File: src/rtl/revc_pkg.sv
package revc_pkg;

    typedef enum logic [1:0] {
        GK_MCT   = 2'b00,
        GK_CSWAP = 2'b01,
        GK_XCHG  = 2'b10,
        GK_CNOT1 = 2'b11
    } gate_kind_e;

    typedef enum logic [1:0] {
        ST_IDLE = 2'b00,
        ST_STEP = 2'b01,
        ST_DONE = 2'b10
    } seq_state_e;

endpackage

File: src/rtl/revc_gate_apply.sv
module revc_gate_apply #(
    parameter int W    = 8,
    parameter int IDXW = $clog2(W)
) (
    input  logic [W-1:0]        word_i,
    input  revc_pkg::gate_kind_e kind_i,
    input  logic [W-1:0]        ctrl_i,
    input  logic [W-1:0]        pol_i,
    input  logic [IDXW-1:0]     ta_i,
    input  logic [IDXW-1:0]     tb_i,
    output logic [W-1:0]        word_o
);
    import revc_pkg::*;

    logic [W-1:0] sel_a;
    logic [W-1:0] sel_b;
    logic [W-1:0] excl;
    logic [W-1:0] eff_mask;
    logic [W-1:0] term;
    logic         and_fire;
    logic         one_fire;
    logic         bit_a;
    logic         bit_b;

    assign sel_a    = W'(1) << ta_i;
    assign sel_b    = W'(1) << tb_i;
    // target wires never act as their own controls, keeping every gate a bijection
    assign excl     = (kind_i == GK_CSWAP) ? (sel_a | sel_b) : sel_a;
    assign eff_mask = ctrl_i & ~excl;

    generate
        for (genvar i = 0; i < W; i++) begin : g_term
            assign term[i] = ~eff_mask[i] | (word_i[i] ^ pol_i[i]);
        end
    endgenerate

    assign and_fire = &term;
    assign bit_a    = word_i[ta_i];
    assign bit_b    = word_i[tb_i];
    assign one_fire = (ta_i != tb_i) && (bit_b ^ pol_i[tb_i]);

    always_comb begin
        word_o = word_i;
        unique case (kind_i)
            GK_MCT: begin
                if (and_fire) word_o[ta_i] = ~bit_a;
            end
            GK_CSWAP: begin
                if (and_fire) begin
                    word_o[ta_i] = bit_b;
                    word_o[tb_i] = bit_a;
                end
            end
            GK_XCHG: begin
                word_o[ta_i] = bit_b;
                word_o[tb_i] = bit_a;
            end
            GK_CNOT1: begin
                if (one_fire) word_o[ta_i] = ~bit_a;
            end
            default: word_o = word_i;
        endcase
    end

endmodule

File: src/rtl/revc_prog_store.sv
module revc_prog_store #(
    parameter int W     = 8,
    parameter int DEPTH = 16,
    parameter int IDXW  = $clog2(W),
    parameter int AW    = $clog2(DEPTH),
    parameter int LW    = $clog2(DEPTH + 1)
) (
    input  logic                 clk,
    input  logic                 rst_n,
    input  logic                 wr_en_i,
    input  logic [AW-1:0]        wr_addr_i,
    input  logic [1:0]           wr_kind_i,
    input  logic [W-1:0]         wr_ctrl_i,
    input  logic [W-1:0]         wr_pol_i,
    input  logic [IDXW-1:0]      wr_ta_i,
    input  logic [IDXW-1:0]      wr_tb_i,
    input  logic                 len_we_i,
    input  logic [LW-1:0]        len_i,
    input  logic [AW-1:0]        rd_idx_i,
    output revc_pkg::gate_kind_e rd_kind_o,
    output logic [W-1:0]         rd_ctrl_o,
    output logic [W-1:0]         rd_pol_o,
    output logic [IDXW-1:0]      rd_ta_o,
    output logic [IDXW-1:0]      rd_tb_o,
    output logic [LW-1:0]        len_o,
    output logic [LW-1:0]        cost_o
);
    import revc_pkg::*;

    gate_kind_e      kind_q [DEPTH];
    logic [W-1:0]    ctrl_q [DEPTH];
    logic [W-1:0]    pol_q  [DEPTH];
    logic [IDXW-1:0] ta_q   [DEPTH];
    logic [IDXW-1:0] tb_q   [DEPTH];
    logic [LW-1:0]   len_q;

    generate
        for (genvar e = 0; e < DEPTH; e++) begin : g_slot
            always_ff @(posedge clk or negedge rst_n) begin
                if (!rst_n) begin
                    kind_q[e] <= GK_MCT;
                    ctrl_q[e] <= '0;
                    pol_q[e]  <= '0;
                    ta_q[e]   <= '0;
                    tb_q[e]   <= '0;
                end else if (wr_en_i && (wr_addr_i == AW'(e))) begin
                    kind_q[e] <= gate_kind_e'(wr_kind_i);
                    ctrl_q[e] <= wr_ctrl_i;
                    pol_q[e]  <= wr_pol_i;
                    ta_q[e]   <= wr_ta_i;
                    tb_q[e]   <= wr_tb_i;
                end
            end
        end
    endgenerate

    always_ff @(posedge clk or negedge rst_n) begin
        if (!rst_n) begin
            len_q <= '0;
        end else if (len_we_i) begin
            len_q <= (len_i > LW'(DEPTH)) ? LW'(DEPTH) : len_i;
        end
    end

    // exchange gates are free; every controlled gate costs one
    always_comb begin
        cost_o = '0;
        for (int i = 0; i < DEPTH; i++) begin
            if ((LW'(i) < len_q) && (kind_q[i] != GK_XCHG)) begin
                cost_o = cost_o + LW'(1);
            end
        end
    end

    assign rd_kind_o = kind_q[rd_idx_i];
    assign rd_ctrl_o = ctrl_q[rd_idx_i];
    assign rd_pol_o  = pol_q[rd_idx_i];
    assign rd_ta_o   = ta_q[rd_idx_i];
    assign rd_tb_o   = tb_q[rd_idx_i];
    assign len_o     = len_q;

endmodule

File: src/rtl/revc_ctrl.sv
module revc_ctrl #(
    parameter int DEPTH = 16,
    parameter int AW    = $clog2(DEPTH),
    parameter int LW    = $clog2(DEPTH + 1)
) (
    input  logic          clk,
    input  logic          rst_n,
    input  logic          start_i,
    input  logic          reverse_i,
    input  logic [LW-1:0] len_i,
    output logic [AW-1:0] idx_o,
    output logic          load_o,
    output logic          step_o,
    output logic          busy_o,
    output logic          done_o,
    output logic          idle_o
);
    import revc_pkg::*;

    seq_state_e    state_q;
    seq_state_e    state_d;
    logic [AW-1:0] idx_q;
    logic          dir_q;
    logic          last_w;

    assign last_w = dir_q ? (idx_q == '0)
                          : (LW'(idx_q) == (len_i - LW'(1)));

    always_ff @(posedge clk or negedge rst_n) begin
        if (!rst_n) state_q <= ST_IDLE;
        else        state_q <= state_d;
    end

    always_comb begin
        state_d = state_q;
        unique case (state_q)
            ST_IDLE: begin
                if (start_i) state_d = (len_i == '0) ? ST_DONE : ST_STEP;
            end
            ST_STEP: begin
                if (last_w) state_d = ST_DONE;
            end
            ST_DONE: state_d = ST_IDLE;
            default: state_d = ST_IDLE;
        endcase
    end

    always_ff @(posedge clk or negedge rst_n) begin
        if (!rst_n) begin
            idx_q <= '0;
            dir_q <= 1'b0;
        end else if ((state_q == ST_IDLE) && start_i) begin
            dir_q <= reverse_i;
            idx_q <= reverse_i ? AW'(len_i - LW'(1)) : '0;
        end else if (state_q == ST_STEP) begin
            idx_q <= dir_q ? (idx_q - AW'(1)) : (idx_q + AW'(1));
        end
    end

    always_comb begin
        load_o = 1'b0;
        step_o = 1'b0;
        busy_o = 1'b0;
        done_o = 1'b0;
        idle_o = 1'b0;
        unique case (state_q)
            ST_IDLE: begin
                idle_o = 1'b1;
                load_o = start_i;
            end
            ST_STEP: begin
                step_o = 1'b1;
                busy_o = 1'b1;
            end
            ST_DONE: done_o = 1'b1;
            default: idle_o = 1'b0;
        endcase
    end

    assign idx_o = idx_q;

endmodule

File: src/rtl/revcascade_engine.sv
module revcascade_engine #(
    parameter int W     = 8,
    parameter int DEPTH = 16,
    parameter int IDXW  = $clog2(W),
    parameter int AW    = $clog2(DEPTH),
    parameter int LW    = $clog2(DEPTH + 1)
) (
    input  logic            clk,
    input  logic            rst_n,
    input  logic            wr_en,
    input  logic [AW-1:0]   wr_addr,
    input  logic [1:0]      wr_kind,
    input  logic [W-1:0]    wr_ctrl,
    input  logic [W-1:0]    wr_pol,
    input  logic [IDXW-1:0] wr_tgt_a,
    input  logic [IDXW-1:0] wr_tgt_b,
    input  logic            len_we,
    input  logic [LW-1:0]   len_val,
    input  logic            start,
    input  logic            reverse,
    input  logic [W-1:0]    din,
    output logic            busy,
    output logic            done,
    output logic [W-1:0]    dout,
    output logic [LW-1:0]   cost,
    output logic [LW-1:0]   depth
);
    import revc_pkg::*;

    logic            idle;
    logic            load;
    logic            step;
    logic [AW-1:0]   idx;
    gate_kind_e      g_kind;
    logic [W-1:0]    g_ctrl;
    logic [W-1:0]    g_pol;
    logic [IDXW-1:0] g_ta;
    logic [IDXW-1:0] g_tb;
    logic [LW-1:0]   prog_len;
    logic [W-1:0]    work_q;
    logic [W-1:0]    work_next;

    revc_prog_store #(
        .W(W), .DEPTH(DEPTH), .IDXW(IDXW), .AW(AW), .LW(LW)
    ) u_store (
        .clk       (clk),
        .rst_n     (rst_n),
        .wr_en_i   (wr_en & idle),
        .wr_addr_i (wr_addr),
        .wr_kind_i (wr_kind),
        .wr_ctrl_i (wr_ctrl),
        .wr_pol_i  (wr_pol),
        .wr_ta_i   (wr_tgt_a),
        .wr_tb_i   (wr_tgt_b),
        .len_we_i  (len_we & idle),
        .len_i     (len_val),
        .rd_idx_i  (idx),
        .rd_kind_o (g_kind),
        .rd_ctrl_o (g_ctrl),
        .rd_pol_o  (g_pol),
        .rd_ta_o   (g_ta),
        .rd_tb_o   (g_tb),
        .len_o     (prog_len),
        .cost_o    (cost)
    );

    revc_ctrl #(
        .DEPTH(DEPTH), .AW(AW), .LW(LW)
    ) u_ctrl (
        .clk       (clk),
        .rst_n     (rst_n),
        .start_i   (start),
        .reverse_i (reverse),
        .len_i     (prog_len),
        .idx_o     (idx),
        .load_o    (load),
        .step_o    (step),
        .busy_o    (busy),
        .done_o    (done),
        .idle_o    (idle)
    );

    revc_gate_apply #(
        .W(W), .IDXW(IDXW)
    ) u_gate (
        .word_i (work_q),
        .kind_i (g_kind),
        .ctrl_i (g_ctrl),
        .pol_i  (g_pol),
        .ta_i   (g_ta),
        .tb_i   (g_tb),
        .word_o (work_next)
    );

    always_ff @(posedge clk or negedge rst_n) begin
        if (!rst_n)    work_q <= '0;
        else if (load) work_q <= din;
        else if (step) work_q <= work_next;
    end

    assign dout  = work_q;
    assign depth = prog_len;

endmodule

File: config.mk
export PLATFORM = sky130hd
export DESIGN_NAME = revcascade_engine
export DESIGN_NICKNAME = d
export VERILOG_FILES = /design/src/rtl/revc_pkg.sv /design/src/rtl/revc_gate_apply.sv /design/src/rtl/revc_prog_store.sv /design/src/rtl/revc_ctrl.sv /design/src/rtl/revcascade_engine.sv
export SDC_FILE = /design/constraint.sdc
export NUM_CORES = 1
export LEC_CHECK = 0
export BUFFER_PORTS_ARGS = -buffer_cell sky130_fd_sc_hd__buf_2
export CAP_MARGIN = 20
export CORE_MARGIN = 2
export CORE_UTILIZATION = 30
export CTS_CLUSTER_DIAMETER = 60
export DETAILED_ROUTE_END_ITERATION = 12
export GPL_TIMING_DRIVEN = 0
export SLEW_MARGIN = 30
export SYNTH_ARGS = -nofsm -noshare
export SYNTH_HDL_FRONTEND = slang
export SYNTH_SLANG_ARGS = --single-unit
export TNS_END_PERCENT = 50
File: constraint.sdc
create_clock -name clk -period 10.55 [get_ports clk]
set_input_delay 0.5275 -clock clk [delete_from_list [all_inputs] [get_ports clk]]
set_output_delay 0.5275 -clock clk [all_outputs]
set_load 0.05 [all_outputs]
==> results of run 1 <==
## through the flow
step	cell area, um^2	util [%]
2_1_floorplan	21450	-
3_3_place_gp	22960	32.29
3_5_place_dp	23130	32.53
4_1_cts	24820	34.90
5_1_grt	25010	35.17
6_report	25010	35.17
## repair_timing
item	4_1_cts	5_1_grt
endpoints found under the setup margin	1	3
hold buffers	1	0
pin swaps	2	8
buffers inserted	1	12
gates resized for setup	13	22
hold endpoints to repair	41	0
## worst min-delay path, cell delays in order
cell and delay (ns):
buf_2 0.08, nand2_1 0.04, o31ai_1 0.05
## per-layer routing
metal	share of wire (%)	global-route usage (%)	vias up
li1	-	-	6345
met1	43	21.63	7521
met2	49	27.89	368
met3	5.6	3.388	114
met4	2.6	4.714	10
met5	0.091	0	-
## registers in the layout (all words and copies together), names as in the netlist, 2 cells and up
name	cells
u_store.ctrl_q	128
u_store.pol_q	128
u_store.ta_q	48
u_store.tb_q	48
u_store.kind_q	32
dout	8
u_store.len_o	5
u_ctrl.idx_o	4
u_ctrl.state_q	2
## cells by family (layout without fill, tap and decap cells)
group	Yosys count	after routing
muxes	530	530
DFF	404	404
and+or+nand+nor	266	266
AOI/OAI and AO/OA	197	197
buffers and inverters	153	323
xor gates and xnor gates	76	76
adders and majority gates	26	26
## cells in the mapped netlist (all sizes together) (8+ instances only)
master  number  area [um^2]
dfrtp      404        10110
mux2       387         4362
nand2       86        322.8
mux4        85         1914
clkbuf      80        300.3
nor2        69        266.5
mux2i       58        580.6
xnor2       53        524.3
o21ai       45        225.2
inv         39        146.4
a21oi       35        175.2
buf         33        183.9
nand3       27        135.1
ha          25        312.8
a221oi      23        214.0
nor3        19        117.6
xor2        19        188.9
nand2b      18        112.6
a22oi       14        105.1
nor2b       13        81.33
o31ai       12        90.09
nand4        8        50.05
## worst min path at each step
stage | start | end | slack, ns
global route | din[4] | dout[4]$_DFFE_PN0P_ | 0.13
CTS | din[0] | dout[0]$_DFFE_PN0P_ | 0.11
floorplan | rst_n | dout[0]$_DFFE_PN0P_ | 0.23
detailed placement | rst_n | u_store.ta_q[43]$_DFFE_PN0P_ | 0.46
finish | din[1] | dout[1]$_DFFE_PN0P_ | 0.13
global placement | u_store.tb_q[12]$_DFFE_PN0P_ | u_store.tb_q[12]$_DFFE_PN0P_ | 0.48
## area by class of cell
class / instances / area, um^2 / share of cell area [%]
Clock buffer: 62 / 1344 / 5.373
Inverter: 40 / 150.1 / 0.6003
Sequential cell: 404 / 10110 / 40.43
Buffer: 113 / 519.2 / 2.076
Timing Repair Buffer: 84 / 585.6 / 2.341
Multi-Input combinational cell: 1095 / 10820 / 43.26
Clock inverter: 24 / 292.8 / 1.171
Tap cell: 950 / 1189 / 4.752
==> results.sh, run 1 <==
export IMPL_root_buffer="clkbuf_16"
export IMPL_skew_ns=0.04023
export IMPL_synth_cell_types=83
export IMPL_path_delay_family="adder cells"
export IMPL_hp_class="primary input to flip-flop"
export IMPL_crit_end="cost[4]"
export IMPL_finalHoldViolCount=0
export IMPL_post_dp_hpwl_mm=43.13
export IMPL_critPathLaunchType="flip-flop"
export IMPL_syn_area_um2=21450
export IMPL_grt_pass1_vias=14784
export IMPL_grt_max_degree=87
export IMPL_grt_total_usage_pct=16.59
export IMPL_cp_end_kind="output pin"
export IMPL_worst_slack_ns=0.6001
export IMPL_seq_area_frac_synth_pct=47.13
export IMPL_dieArea_um2=73660
export IMPL_clk_path_buf_depth=3
export IMPL_cp_common_cell="ha_1"
export IMPL_syn_area_per_cell_um2=12.99
export IMPL_cts_tree="built"
export IMPL_initial_core_util_pct=30.16
export IMPL_timing_rr_end="dout[5]$_DFFE_PN0P_"
export IMPL_ys_seq_elements=404
export IMPL_drt_pre_antenna_iters=5
export IMPL_synth_edff_count=0
export IMPL_max_freq_ghz=0.1005
export IMPL_critPathMaxStageDelay_ns=0.38
export IMPL_cts_max_level=2
export IMPL_nets=1858
export IMPL_boundaryPins=67
export IMPL_critical_path_depth=51
export IMPL_synth_mux_area_share_pct=31.96
export IMPL_syn_instance_count=1652
export IMPL_fin_crit_ns=9.950
export IMPL_globalplace_congestion=0.8692
export IMPL_finalSetupViolations=0
export IMPL_core_area_um2=71120
export IMPL_yosys_area_share_simple_pct=5.949
export IMPL_cp_data_arrival_time_ns=9.42
export IMPL_hold_ws_ns=0.1286
export IMPL_startpoint="u_store.len_o[2]$_DFFE_PN0P_"
export IMPL_fill_cells=6928
export IMPL_detail_route_wl_per_cell_um=22.28
export IMPL_drt_iter0_drc=1015
export IMPL_grt_first_pass_wirelength_mm=93.27
export IMPL_crit_required_ns=10.02
export IMPL_routed_wl_mm=61.75
export IMPL_ff2ff_path_depth=22
export IMPL_place_ws_ns=0.1396
export IMPL_syn_num_nets=1725
export IMPL_r2r_start="u_ctrl.idx_o[0]$_DFFE_PN0N_"
export IMPL_post_place_cells=2671
export IMPL_grt_overflow=0
export IMPL_layout_common_cells="dfrtp_1 (402), mux2_2 (386), nand2_1 (86)"
export IMPL_slew_violations=0
export IMPL_die_h_um=271.4
export IMPL_io_buffers=64
export IMPL_vias=14358
export IMPL_rows=98
export IMPL_synth_compound_area_share_pct=6.690
export IMPL_synthToLayoutAreaGrowth_pct=16.59
export IMPL_min_period_over_period_pct=94.31
export IMPL_antenna_found_initial=7
export IMPL_synth_top_family_by_area="multiplexers"
export IMPL_synth_xor_area_share_pct=3.762
export IMPL_vias_per_cell=5.180
export IMPL_diodes=0
export IMPL_crit_type="flip-flop to output pin"
export IMPL_status="finished clean"
export IMPL_postRouteAntennaNets=0
export IMPL_cts_sinks=404
export IMPL_cap_violations=0
export IMPL_worst_slew_pin_slew_ns=1.032
export IMPL_ff2ff_setup_slack_ns=4.37
export IMPL_cpMaxStageDelayCell="dfrtp_1"
export IMPL_slew_headroom_pct=31.21
export IMPL_fin_tns_setup_ns=0
export IMPL_path_buf_inv=4
export IMPL_clkTransAtPathRegs_ns=0.06
export IMPL_drc_errors=0
export IMPL_final_common_cell="dfrtp_1"
export IMPL_clock_latency_ns=0.61
export IMPL_ys_flop_type="dfrtp_1"
export IMPL_path_max_fanout=10
export IMPL_fp_dieW_um=271.4
export IMPL_whs_path_depth=3
export IMPL_final_instance_count_excl_fill=2772
export IMPL_yosys_area_share_adder_pct=1.551
export IMPL_drive_gt1_share_pct=40.01
export IMPL_yosysWarnings=0
export IMPL_synth_async_sr_flop_share_pct=100.0
export IMPL_cts_buffers=47
Power of run 1 is left out: the tool's default activity adds up to more than one toggle a clock period on the data nets, which glitch-free logic cannot reach.
==> run 2: changes to the inputs <==
--- a/config.mk
+++ b/config.mk
@@ -12,6 +12,7 @@
 export CTS_CLUSTER_DIAMETER = 60
 export DETAILED_ROUTE_END_ITERATION = 12
 export GPL_TIMING_DRIVEN = 0
+export PLACE_DENSITY = 0.56
 export SLEW_MARGIN = 30
 export SYNTH_ARGS = -nofsm -noshare
 export SYNTH_HDL_FRONTEND = slang
==> constraint.sdc (replaced) <==
create_clock -name clk -period 10.55 [get_ports clk]
set_input_delay 2.11 -clock clk [delete_from_list [all_inputs] [get_ports clk]]
set_output_delay 2.11 -clock clk [all_outputs]
set_load 0.05 [all_outputs]
==> run 2 against run 1 <==
  * The flow now finishes with violations (setup timing)
  * Global-route usage is 0.77 points higher
  * Core utilization is 1.2 points higher
  * Die area is the same
  * Highest routed layer unchanged
==> results.sh, run 2 (synthesized netlist as in run 1, its figures left out) <==
export IMPL_status="finished, violations left"
export IMPL_violations="setup timing"
export IMPL_routed_wl_mm=64.29
export IMPL_drive_gt1_share_pct=44.03
export IMPL_grt_overflow=0
export IMPL_die_h_um=271.4
export IMPL_drt_pre_antenna_iters=5
export IMPL_slew_headroom_pct=16.27
export IMPL_placed_area_um2=23190
export IMPL_critPathLaunchType="flip-flop"
export IMPL_cap_violations=0
export IMPL_root_buffer="clkbuf_16"
export IMPL_worst_slew_pin_slew_ns=1.256
export IMPL_rsz0062_at_grt="true"
export IMPL_final_core_util_pct=36.35
export IMPL_drt_iter0_drc=948
export IMPL_grt_first_pass_wirelength_mm=97.67
export IMPL_finalHoldViolCount=0
export IMPL_hold_ws_ns=0.4970
export IMPL_clk_path_buf_depth=3
export IMPL_crit_type="flip-flop to output pin"
export IMPL_grt_total_usage_pct=17.35
export IMPL_dieArea_um2=73660
export IMPL_hp_class="flip-flop to flip-flop"
export IMPL_crit_required_ns=8.44
export IMPL_cp_end_kind="output pin"
export IMPL_slew_violations=0
export IMPL_finalSetupViolations=1
export IMPL_path_delay_family="adder cells"
export IMPL_detail_route_wl_per_cell_um=22.62
export IMPL_min_period_over_period_pct=104.3
export IMPL_cts_hold_buffers=0
export IMPL_multiInputGateArea_um2=11200
export IMPL_boundaryPins=67
export IMPL_final_common_cell="dfrtp_1"
export IMPL_final_area_um2=25850
export IMPL_drc_errors=0
export IMPL_rows=98
export IMPL_grt_pass1_vias=15400
export IMPL_seq_area_um2=10120
export IMPL_path_max_fanout=4
export IMPL_final_instance_count_excl_fill=2842
export IMPL_nets=1930
export IMPL_top_regs="u_store.ctrl_q: 128 flops, u_store.pol_q: 128 flops"
export IMPL_cts_max_level=2
export IMPL_postRouteAntennaNets=0
export IMPL_vias_per_cell=5.226
export IMPL_cts_buffers=46
export IMPL_fill_cells=6826
export IMPL_io_buffers=64
export IMPL_vias=14852
export IMPL_skew_ns=0.03564
export IMPL_max_freq_ghz=0.09092
export IMPL_globalplace_congestion=0.8711
export IMPL_worst_slack_ns=-0.4484
export IMPL_cts_sinks=404
export IMPL_cts_tree="built"
export IMPL_critPathMaxStageDelay_ns=0.41
export IMPL_grt_max_degree=91
export IMPL_post_dp_hpwl_mm=43.24
export IMPL_antenna_found_initial=5
export IMPL_fp_dieW_um=271.4
export IMPL_layout_common_cells="dfrtp_1 (399), mux2_2 (383), buf_4 (96)"
export IMPL_clock_latency_ns=0.61
export IMPL_clkTransAtPathRegs_ns=0.05
export IMPL_core_area_um2=71120
export IMPL_fin_crit_ns=11.00
export IMPL_path_buf_inv=4
export IMPL_synthToLayoutAreaGrowth_pct=20.50
export IMPL_initial_core_util_pct=30.16
export IMPL_diodes=0
export IMPL_post_place_cells=2671
export IMPL_cpMaxStageDelayCell="dfrtp_2"
export IMPL_cp_data_arrival_time_ns=8.89
[run 2: changes by cell type in the layout (fill, tap and decap cells not counted), sizes merged]
cell | previous run | this run
buf | 116 | 187
clkbuf | 142 | 152
clkinv | 17 | 7
bufinv | 4 | 2
inv | 42 | 44
clkdlybuf4s15 | 0 | 1
clkinvlp | 1 | 0
dlygate4sd3 | 1 | 0
[run 2: worst paths after layout]
check,depth (start not counted),end,from,slack [ns]
max reg2reg,22,dout[4]$_DFFE_PN0P_,u_ctrl.idx_o[0]$_DFFE_PN0N_,4.55
min reg2reg,1,u_store.ctrl_q[13]$_DFFE_PN0P_,u_store.ctrl_q[13]$_DFFE_PN0P_,0.50
max in group asynchronous,3,u_store.ctrl_q[118]$_DFFE_PN0P_,rst_n,8.10
max,52,cost[4],u_store.len_o[1]$_DFFE_PN0P_,-0.45
min in group asynchronous,1,u_store.ta_q[10]$_DFFE_PN0P_,rst_n,1.34
min,1,u_store.ctrl_q[13]$_DFFE_PN0P_,u_store.ctrl_q[13]$_DFFE_PN0P_,0.50
[run 2: repair_timing]
item                       in CTS  in global routing
setup endpoints to repair       4                  4
gates resized for setup        51                 55
pin swaps                      24                 36
cloned                          0                  1
setup buffers                  80                 12
[run 2: routing by layer]
| layer | track usage [%] | up-vias | share of wire, % |
|---|---|---|---|
| met3 | 3.406 | 100 | 5.3 |
| met5 | 0 | - | 0.073 |
| met4 | 4.569 | 8 | 2.4 |
| met2 | 29.30 | 384 | 49 |
| li1 | - | 6506 | - |
| met1 | 22.76 | 7854 | 44 |
[run 2: area by class of cell]
cell class              count  share of cell area, %
multi-input cells        1095                  43.35
inverters                  40                 0.5905
flip-flops and latches    404                  39.14
well taps                 950                  4.598
clock buffers              70                  5.112
clock inverters            13                 0.6583
repair buffers            159                  4.550
plain buffers             111                  2.009
[run 2: through the flow]
stage	setup slack, ns	TNS [ns]
after global placement	-1.087	-128.60
final	-0.4484	-0.4484
after CTS	-0.4008	-0.4008
after global routing	-0.8745	-1.515
after detailed placement	-1.115	-2.084
after floorplan	0.04087	0
Power of run 2 is left out for the same reason.
==> run 3: changes to the inputs <==
--- a/config.mk
+++ b/config.mk
@@ -8,11 +8,11 @@
 export BUFFER_PORTS_ARGS = -buffer_cell sky130_fd_sc_hd__buf_2
 export CAP_MARGIN = 20
 export CORE_MARGIN = 2
-export CORE_UTILIZATION = 30
+export CORE_UTILIZATION = 45
 export CTS_CLUSTER_DIAMETER = 60
 export DETAILED_ROUTE_END_ITERATION = 12
-export GPL_TIMING_DRIVEN = 0
-export PLACE_DENSITY = 0.56
+export MAX_ROUTING_LAYER = met4
+export PLACE_DENSITY = 0.73
 export SLEW_MARGIN = 30
 export SYNTH_ARGS = -nofsm -noshare
 export SYNTH_HDL_FRONTEND = slang
==> run 3 against run 2 <==
  * The flow still finishes with violations (setup timing)
  * Wire length fell by 17%
  * Cell count fell by 16%
  * Maximum frequency rose by 0.77%
  * Worst hold slack improved by 0.0036 ns
  * Flip-flop and latch count did not move
  * Register-to-register slack improved by 1.1 ns
  * Design area fell by 4.9%
  * Critical path depth fell by 1
  * Global-route usage rose by 4.9 points
  * Die area fell by 33%
==> results.sh, run 3 (synthesized netlist as in run 1, its figures left out) <==
export IMPL_cts_hold_buffers=0
export IMPL_routed_wl_mm=53.22
export IMPL_crit_type="flip-flop to output pin"
export IMPL_slew_violations=0
export IMPL_antenna_found_initial=3
export IMPL_layout_common_cells="dfrtp_1 (397), mux2_2 (383), mux4_2 (85)"
export IMPL_root_buffer="clkbuf_16"
export IMPL_io_buffers=66
export IMPL_cp_end_kind="output pin"
export IMPL_min_period_over_period_pct=103.5
export IMPL_detail_route_wl_per_cell_um=22.41
export IMPL_grt_max_degree=120
export IMPL_final_common_cell="dfrtp_1"
export IMPL_clk_path_buf_depth=3
export IMPL_cts_sinks=404
export IMPL_drive_gt1_share_pct=43.60
export IMPL_fin_crit_ns=10.91
export IMPL_core_area_um2=47350
export IMPL_nets=1799
export IMPL_path_max_fanout=4
export IMPL_cts_tree="built"
export IMPL_ff2ff_setup_slack_ns=5.67
export IMPL_fp_dieW_um=222.3
export IMPL_clock_latency_ns=0.55
export IMPL_finalHoldViolCount=0
export IMPL_grt_pass1_vias=14484
export IMPL_vias=14119
export IMPL_status="finished, violations left"
export IMPL_max_freq_ghz=0.09162
export IMPL_violations="setup timing"
export IMPL_worst_slack_ns=-0.3644
export IMPL_startpoint="u_store.len_o[0]$_DFFE_PN0P_"
export IMPL_grt_overflow=0
export IMPL_drt_iter0_drc=1136
export IMPL_boundaryPins=67
export IMPL_top_regs="u_store.ctrl_q: 128 flops, u_store.pol_q: 128 flops"
export IMPL_cap_violations=0
export IMPL_globalplace_congestion=0.9259
export IMPL_grt_total_usage_pct=22.23
export IMPL_timing_rr_end="dout[4]$_DFFE_PN0P_"
export IMPL_finalSetupViolations=1
export IMPL_critPathMaxStageDelay_ns=0.44
export IMPL_crit_required_ns=8.44
export IMPL_cts_max_level=2
export IMPL_critPathLaunchType="flip-flop"
export IMPL_worst_slew_pin_slew_ns=1.066
export IMPL_r2r_start="u_ctrl.idx_o[1]$_DFFE_PN0N_"
export IMPL_whs_path_depth=1
export IMPL_skew_ns=0.01283
export IMPL_postRouteAntennaNets=0
export IMPL_cts_buffers=43
export IMPL_post_dp_hpwl_mm=34.25
export IMPL_slew_headroom_pct=28.39
export IMPL_hp_class="flip-flop to flip-flop"
export IMPL_cpMaxStageDelayCell="dfrtp_2"
export IMPL_clkTransAtPathRegs_ns=0.06
export IMPL_rows=80
export IMPL_cp_data_arrival_time_ns=8.80
export IMPL_place_ws_ns=-0.2335
export IMPL_die_h_um=222.3
export IMPL_initial_core_util_pct=45.31
export IMPL_rsz0062_at_grt="true"
export IMPL_grt_first_pass_wirelength_mm=84.01
export IMPL_fin_tns_setup_ns=-0.3644
export IMPL_drt_pre_antenna_iters=6
export IMPL_crit_end="cost[4]"
export IMPL_dieArea_um2=49430
export IMPL_synthToLayoutAreaGrowth_pct=14.65
export IMPL_drc_errors=0
export IMPL_fill_cells=3907
export IMPL_ff2ff_path_depth=13
export IMPL_vias_per_cell=5.945
run 3: what timing repair did:
action                     in CTS  in global routing
setup endpoints to repair       4                  4
setup buffers                  15                  8
pin swaps                      18                 26
hold endpoints to repair        0                  0
resized for setup              30                 26
run 3: per-stage QoR:
step | hold WS (ns) | area, um^2 | cells | util [%]
6_report | 0.5006 | 24590 | 2375 | 51.95
5_1_grt | 0.5089 | 24590 | 2375 | 51.95
4_1_cts | 0.5006 | 24380 | 2364 | 51.50
3_5_place_dp | 0.4874 | 22810 | 2273 | 48.17
3_3_place_gp | 0.4816 | 22520 | 2263 | 47.57
2_1_floorplan | 0.4739 | 21510 | 1652 | -
run 3: how the worst min path moves through the flow:
stage	slack, ns	end	from
after floorplan	0.47	u_store.ctrl_q[104]$_DFFE_PN0P_	u_store.ctrl_q[104]$_DFFE_PN0P_
after global placement	0.48	u_store.pol_q[75]$_DFFE_PN0P_	u_store.pol_q[75]$_DFFE_PN0P_
after detailed placement	0.49	u_store.ta_q[3]$_DFFE_PN0P_	u_store.ta_q[3]$_DFFE_PN0P_
after CTS	0.50	u_store.tb_q[5]$_DFFE_PN0P_	u_store.tb_q[5]$_DFFE_PN0P_
after global routing	0.51	u_store.ctrl_q[110]$_DFFE_PN0P_	u_store.ctrl_q[110]$_DFFE_PN0P_
final	0.50	u_store.pol_q[2]$_DFFE_PN0P_	u_store.pol_q[2]$_DFFE_PN0P_
run 3: area by class of cell:
cell class	count	area [um^2]	area share, %
Antenna cell	3	7.507	0.03052
Timing Repair Buffer	142	1137	4.624
Clock inverter	15	97.59	0.3968
Sequential cell	404	10120	41.16
Tap cell	615	769.5	3.129
Clock buffer	61	1256	5.108
Multi-Input combinational cell	1095	11050	44.94
Inverter	40	150.1	0.6105
run 3: per-layer routing:
metal / global-route usage [%] / routed length (um) / share of wire [%] / vias to the layer above
met2: 35.94 / 26250 / 49 / 397
met3: 3.438 / 2984 / 5.6 / 90
met1: 29.47 / 22780 / 43 / 7402
met5: - / 0 / 0 / -
li1: - / - / - / 6230
met4: 5.889 / 1207 / 2.3 / 0
run 3: worst max-delay path, delay by kind of cell, from the launching register on:
family | cells | cell delay (ns)
XOR/XNOR | 7 | 1.23
adder cells (fa/ha/maj) | 8 | 2.12
flip-flops | 1 | 0.44
AND/OR/NAND/NOR | 14 | 1.32
multiplexers | 5 | 0.96
buffers and inverters | 3 | 0.31
AO/OA/AOI/OAI | 14 | 1.90
Power of run 3 is left out for the same reason.
